--- src/rtl/sfrm_pkg.sv ---
package sfrm_pkg;

  localparam int DATA_MAX  = 9;
  localparam int DATA_MIN  = 5;
  localparam int STOP_MAX  = 2;
  localparam int FRAME_MAX = 1 + DATA_MAX + 1 + STOP_MAX;
  localparam int CNT_W     = $clog2(FRAME_MAX + 1);

  typedef enum logic [1:0] {
    PAR_NONE = 2'd0,
    PAR_EVEN = 2'd1,
    PAR_ODD  = 2'd2,
    PAR_OFF  = 2'd3
  } par_e;

  typedef struct packed {
    logic [2:0] wsel;
    par_e       par;
    logic       two;
  } fmt_t;

  // number of data bits for a width code
  function automatic int data_bits(logic [2:0] wsel);
    return (wsel >= 3'd4) ? DATA_MAX : DATA_MIN + int'(wsel);
  endfunction

  function automatic logic par_on(par_e p);
    return (p == PAR_EVEN) || (p == PAR_ODD);
  endfunction

  // parity over the selected data bits
  function automatic logic par_bit(logic [DATA_MAX-1:0] d, logic [2:0] wsel, par_e p);
    logic acc;
    int   n;
    acc = (p == PAR_ODD);
    n   = data_bits(wsel);
    for (int i = 0; i < DATA_MAX; i++) begin
      if (i < n) acc = acc ^ d[i];
    end
    return acc;
  endfunction

  // total bits of one frame: start, data, parity, stops
  function automatic logic [CNT_W-1:0] frame_len(fmt_t f);
    int n;
    n = 1 + data_bits(f.wsel) + (par_on(f.par) ? 1 : 0) + (f.two ? 2 : 1);
    return CNT_W'(n);
  endfunction

  // full frame image, bit 0 goes first; unused upper bits stay high
  function automatic logic [FRAME_MAX-1:0] build_frame(logic [DATA_MAX-1:0] d, fmt_t f);
    logic [FRAME_MAX-1:0] fr;
    int n;
    fr    = '1;
    fr[0] = 1'b0;
    n     = data_bits(f.wsel);
    for (int i = 0; i < DATA_MAX; i++) begin
      if (i < n) fr[i+1] = d[i];
    end
    if (par_on(f.par)) fr[n+1] = par_bit(d, f.wsel, f.par);
    return fr;
  endfunction

endpackage

--- src/rtl/sfrm_pace.sv ---
module sfrm_pace #(
  parameter int SYNC_STAGES = 2
) (
  input  logic clk,
  input  logic rst_n,
  input  logic sync_mode,
  input  logic pol,
  input  logic sclk,
  input  logic baud_tick,
  output logic step
);

  logic sc_now;
  logic sc_prev;

  if (SYNC_STAGES > 0) begin : g_sync
    logic [SYNC_STAGES:0] sr;
    always_ff @(posedge clk or negedge rst_n) begin
      if (!rst_n) sr <= '0;
      else        sr <= {sr[SYNC_STAGES-1:0], sclk};
    end
    assign sc_now  = sr[SYNC_STAGES-1];
    assign sc_prev = sr[SYNC_STAGES];
  end else begin : g_direct
    logic d_q;
    always_ff @(posedge clk or negedge rst_n) begin
      if (!rst_n) d_q <= 1'b0;
      else        d_q <= sclk;
    end
    assign sc_now  = sclk;
    assign sc_prev = d_q;
  end

  logic sc_rise;
  logic sc_fall;
  assign sc_rise = sc_now & ~sc_prev;
  assign sc_fall = ~sc_now & sc_prev;

  assign step = sync_mode ? (pol ? sc_fall : sc_rise) : baud_tick;

endmodule

--- src/rtl/sfrm_hold.sv ---
module sfrm_hold #(
  parameter int W = 9
) (
  input  logic         clk,
  input  logic         rst_n,
  input  logic         load,
  input  logic         pop,
  input  logic [W-1:0] din,
  output logic         full,
  output logic [W-1:0] dout
);

  always_ff @(posedge clk or negedge rst_n) begin
    if (!rst_n) begin
      full <= 1'b0;
      dout <= '0;
    end else if (load && !full) begin
      full <= 1'b1;
      dout <= din;
    end else if (pop) begin
      full <= 1'b0;
    end
  end

endmodule

--- src/rtl/sfrm_shift.sv ---
module sfrm_shift
  import sfrm_pkg::*;
(
  input  logic                clk,
  input  logic                rst_n,
  input  logic                step,
  input  logic                pend,
  input  logic [DATA_MAX-1:0] pend_data,
  input  fmt_t                fmt,
  output logic                start_ev,
  output logic                last_ev,
  output logic                active,
  output logic                txd,
  output logic                done
);

  logic [FRAME_MAX-1:0] sh;
  logic [CNT_W-1:0]     cnt;

  assign active   = (cnt != '0);
  assign last_ev  = step && (cnt == CNT_W'(1));
  assign start_ev = step && pend && ((cnt == '0) || (cnt == CNT_W'(1)));
  assign txd      = sh[0];

  always_ff @(posedge clk or negedge rst_n) begin
    if (!rst_n) begin
      sh   <= '1;
      cnt  <= '0;
      done <= 1'b0;
    end else begin
      done <= last_ev && !pend;
      if (start_ev) begin
        sh  <= build_frame(pend_data, fmt);
        cnt <= frame_len(fmt);
      end else if (step && active) begin
        sh  <= {1'b1, sh[FRAME_MAX-1:1]};
        cnt <= cnt - CNT_W'(1);
      end
    end
  end

endmodule

--- src/rtl/sfrm_tx.sv ---
module sfrm_tx
  import sfrm_pkg::*;
#(
  parameter int SYNC_STAGES = 2
) (
  input  logic                clk,
  input  logic                rst_n,
  input  logic                sync_mode,
  input  logic                pol,
  input  logic                sclk,
  input  logic                baud_tick,
  input  logic                load,
  input  logic [DATA_MAX-1:0] data_in,
  input  logic [2:0]          width_sel,
  input  logic [1:0]          par_sel,
  input  logic                two_stop,
  output logic                txd,
  output logic                busy,
  output logic                tx_done
);

  logic                step;
  logic                hold_full;
  logic [DATA_MAX-1:0] pend_data;
  logic                frm_start;
  logic                frm_last;
  logic                frm_active;
  fmt_t                fmt_live;

  assign fmt_live = '{wsel: width_sel, par: par_e'(par_sel), two: two_stop};

  sfrm_pace #(.SYNC_STAGES(SYNC_STAGES)) pace_i (
    .clk       (clk),
    .rst_n     (rst_n),
    .sync_mode (sync_mode),
    .pol       (pol),
    .sclk      (sclk),
    .baud_tick (baud_tick),
    .step      (step)
  );

  sfrm_hold #(.W(DATA_MAX)) hold_i (
    .clk   (clk),
    .rst_n (rst_n),
    .load  (load),
    .pop   (frm_start),
    .din   (data_in),
    .full  (hold_full),
    .dout  (pend_data)
  );

  sfrm_shift shift_i (
    .clk       (clk),
    .rst_n     (rst_n),
    .step      (step),
    .pend      (hold_full),
    .pend_data (pend_data),
    .fmt       (fmt_live),
    .start_ev  (frm_start),
    .last_ev   (frm_last),
    .active    (frm_active),
    .txd       (txd),
    .done      (tx_done)
  );

  assign busy = hold_full;

endmodule

--- config.mk ---
export PLATFORM = sky130hd
export DESIGN_NAME = sfrm_tx
export DESIGN_NICKNAME = d
export VERILOG_FILES = /design/src/rtl/sfrm_pkg.sv /design/src/rtl/sfrm_pace.sv /design/src/rtl/sfrm_hold.sv /design/src/rtl/sfrm_shift.sv /design/src/rtl/sfrm_tx.sv
export SDC_FILE = /design/constraint.sdc
export NUM_CORES = 1
export LEC_CHECK = 0
export BUFFER_PORTS_ARGS = -buffer_cell sky130_fd_sc_hd__clkbuf_2
export CORE_ASPECT_RATIO = 0.5
export CORE_MARGIN = 8
export CORE_UTILIZATION = 45
export CTS_BUF_LIST = sky130_fd_sc_hd__clkbuf_8
export CTS_CLUSTER_DIAMETER = 80
export DETAILED_ROUTE_END_ITERATION = 10
export PLACE_DENSITY = 0.67
export SLEW_MARGIN = 20
export SYNTH_ARGS = -nofsm -noshare
export SYNTH_HDL_FRONTEND = slang
export SYNTH_SLANG_ARGS = --single-unit
export TNS_END_PERCENT = 100
--- constraint.sdc ---
create_clock -name clk -period 2.2 [get_ports clk]
set_input_delay 0.33 -clock clk [delete_from_list [all_inputs] [get_ports clk]]
set_output_delay 0.33 -clock clk [all_outputs]
set_load 0.05 [all_outputs]
==> impl_metrics.py <==
metrics = {
    "run_status": {
        "run_status": "finished with violations",
        "violations": "setup timing",
    },
    "floorplan": {
        "die_x_um": 114.2,
        "die_y_um": 65.11,
        "io_pins": 25,
        "initial_core_util": 0.4814,
        "num_rows": 17,
        "dieArea_sq_mm": 0.007437,
        "core_area_sq_mm": 0.004509,
    },
    "pwr": {
        "p_per_area_mw_per_mm2": 1253,
        "swShare": 0.4046,
        "p_clk_frac": 0.152,
        "peakVddDrop_mv": 0.7605,
        "pwr-share-seq": 0.270,
        "power_mw": 3.946,
        "p_int_mw": 2.349,
        "p_sw_mw": 1.596,
        "combPwrFrac": 0.578,
        "p_leak_nw": 1.360,
    },
    "finish": {
        "finish.utilization": 0.6984,
        "area_growth_pct": 45.07,
        "finalNonFillerCells": 385,
        "antennaDiodeCount": 0,
        "drive_gt1_frac": 0.4671,
        "finalNetCount": 353,
        "final.fill_count": 358,
        "fin_area_sq_mm": 0.003149,
    },
    "setup_path": {
        "max_stage_delay_ps": 530,
        "critPathCaptureType": "flop",
        "r2r-end": "shift_i.sh[4]",
        "startpoint_type": "input port",
        "cp_slowest_cell": "or4_4",
        "r2r_setup_slack_ps": -70,
        "crit_chain": "clkbuf_16, inv_8, ha_4, nor2b_4, inv_2, ha_4, a31oi_4, xnor3_1, or4_4, a211oi_4, buf_4, or2_4, o41ai_4",
        "cp.required_ps": 2400,
        "critical_path_class": "in2reg",
        "arrival_ps": 2680,
        "cpMostUsedCell": "ha_4",
        "r2r.worst_path.cells": 8,
        "r2r-start": "hold_i.dout[6]",
        "path_max_fanout": 5,
    },
    "route": {
        "antenna_left": 0,
        "drtIter0Drc": 119,
        "wl_per_cell_um": 17.05,
        "via_count": 2090,
        "routed_wl_um": 6566,
        "drt_first_pass_iters": 4,
        "drc": 0,
        "viasPerCell": 5.429,
    },
    "grt": {
        "grt_pass1_vias": 2165,
        "grt_pass1_wl_um": 10770,
        "grt_max_degree": 32,
        "gr-total-overflow": 0,
        "grt_usage": 0.1837,
        "antenna_found_initial": 0,
    },
    "yosys": {
        "mappedNetlistNets": 277,
        "synth.top_cell.area_share": 0.2075,
        "synth_seq_cells": 31,
        "yosysSeqAreaShare": 0.3648,
        "ys.flop_type": "dfrtp_1",
        "yosysUniqueCellTypes": 54,
        "syn_inst": 242,
        "yosysWarnings": 0,
        "yosys.area.top_type": "dfrtp_1",
        "syn_area_per_cell_sq_um": 8.970,
        "synth.most_common_cell": "nand2_1",
        "synth.area.top_cells": "dfrtp_1 21%, dfstp_2 16%, ha_1 6.3%",
        "syn_area_sq_mm": 0.002171,
        "synth_common_cells": "23 x nand2_1, 22 x nor2_1, 19 x o21ai_0",
        "synth-edff-count": 0,
        "async_flop_share": 1.000,
    },
    "placement": {
        "placed_cells": 374,
        "dpl_worst_slack_ps": -757.0,
        "gp_congestion": 0.9020,
        "dpl_cell_area_sq_mm": 0.002779,
        "portBuffers": 24,
        "dpl.hpwl_um": 4748,
    },
    "sta": {
        "tightest_slew_ps": 792.2,
        "final-hold-violation-count": 0,
        "setup_viol": 13,
        "fin_worst_skew_ps": 4.443,
        "worst_slack_ps": -277.5,
        "layout_min_cycle_time_ps": 2477,
        "fin_crit_sh": 1.126,
        "final_max_slew_viol_count": 0,
        "hold_slack_ps": 104.2,
        "rsz0062_at_grt": "true",
        "fmax_mhz": 403.6,
        "slew_headroom": 0.4718,
        "tns_ps": -3225,
    },
    "clock_network": {
        "clk_pin_slew_ps": 70,
        "cts_sinks": 31,
        "cts-root-buf": "clkbuf_8",
        "cts_buffer_depth": 2,
        "cts_buffers": 5,
        "htreeDepth": 2,
        "holdBufCountCts": 0,
        "cts_tree": "yes",
        "worst_skew_pair.late_latency_ps": 290,
    },
    "hold_path": {
        "min_path_type": "in2async",
    },
    "job": {
        "max_cap_viol_count": 0,
    },
}
-- power groups by stage --
stage                     clock network, mW  registers [mW]  logic [mW]
final                                 0.599            1.07        2.28
after global routing                  0.631            1.09        2.44
after floorplan                           0            1.06        1.13
after global placement                    0            1.04        1.61
after CTS                             0.612            1.05        2.13
after detailed placement                  0            1.06        1.68
-- cells by family after synthesis --
group                      Yosys count  synth area share
DFF                                 31            0.3648
adders and majority gates           13           0.08184
xor gates and xnor gates             7           0.03459
muxes                               10           0.05130
buffers and inverters               22           0.04265
AOI/OAI and AO/OA                   67            0.2104
and+or+nand+nor                     92            0.2144
-- how the worst max path moves through the flow --
stage | start | endpoint | slack (ps)
2_1_floorplan | width_sel[1] | shift_i.sh[4] | -460
3_3_place_gp | width_sel[1] | shift_i.sh[4] | -660
3_5_place_dp | width_sel[1] | shift_i.sh[4] | -760
4_1_cts | width_sel[1] | shift_i.sh[4] | -300
5_1_grt | width_sel[1] | shift_i.sh[2] | -350
6_report | width_sel[1] | shift_i.sh[4] | -280
-- flip-flops by register name (all words and copies together), names as in the netlist --
| signal | cells |
|---|---|
| hold_i.full | 1 |
| hold_i.dout | 9 |
| shift_i.cnt | 4 |
| shift_i.done | 1 |
| pace_i.g_sync.sr | 3 |
| shift_i.sh | 13 |
-- final cells by class --
type | count | area (sq um) | area share
clock buffers | 6 | 82.58 | 0.02622
well taps | 66 | 82.58 | 0.02622
flip-flops and latches | 31 | 792.0 | 0.2515
clock inverters | 2 | 35.03 | 0.01112
inverters | 12 | 57.56 | 0.01828
repair buffers | 78 | 576.8 | 0.1832
multi-input cells | 190 | 1523 | 0.4835
-- layer usage --
metal / part of all wire / global-route usage / up-vias / routed length, um
met1: 0.46 / 0.2399 / 998 / 2998
met3: 0.065 / 0.04463 / 8 / 427
li1: - / - / 1021 / -
met4: 0.0078 / 0.05583 / 0 / 51
met2: 0.47 / 0.2970 / 63 / 3089
met5: 0 / 0 / - / 0
-- cells in the final DEF (no fill, tap or decap), types with 3 or more instances in the layout --
| cell | Yosys | final |
|---|---|---|
| or3_1 | 3 | 3 |
| inv_1 | 12 | 9 |
| a21oi_2 | 1 | 3 |
| nor2b_1 | 4 | 3 |
| clkbuf_2 | 0 | 22 |
| o21ai_2 | 0 | 5 |
| o221ai_1 | 3 | 3 |
| buf_4 | 0 | 51 |
| clkbuf_8 | 0 | 6 |
| a21oi_1 | 16 | 14 |
| dfstp_2 | 13 | 13 |
| mux2_2 | 9 | 9 |
| nand2_1 | 23 | 23 |
| nor2_1 | 22 | 22 |
| nand3_1 | 7 | 7 |
| o21ai_0 | 19 | 12 |
| and3_1 | 5 | 5 |
| o21ai_1 | 1 | 3 |
| nor3b_1 | 7 | 5 |
| nor3_1 | 7 | 6 |
| buf_6 | 1 | 3 |
| dfrtp_1 | 18 | 18 |
| ha_1 | 11 | 7 |
| ha_4 | 0 | 4 |
-- critical path: cells and delay by family --
kind,cells,cell delay (ps)
AND/OR/NAND/NOR,3,850
adder cells (fa/ha/maj),2,450
XOR/XNOR,1,240
buffers and inverters,4,370
AO/OA/AOI/OAI,3,450
-- repair_timing --
action                                  in CTS  in global routing
endpoints found under the setup margin      15                 16
pin swaps                                   14                 10
buffers inserted                             2                  0
cloned                                       1                  0
gates resized for setup                     29                 18
No activity file was read; power rests on OpenSTA's default activity.
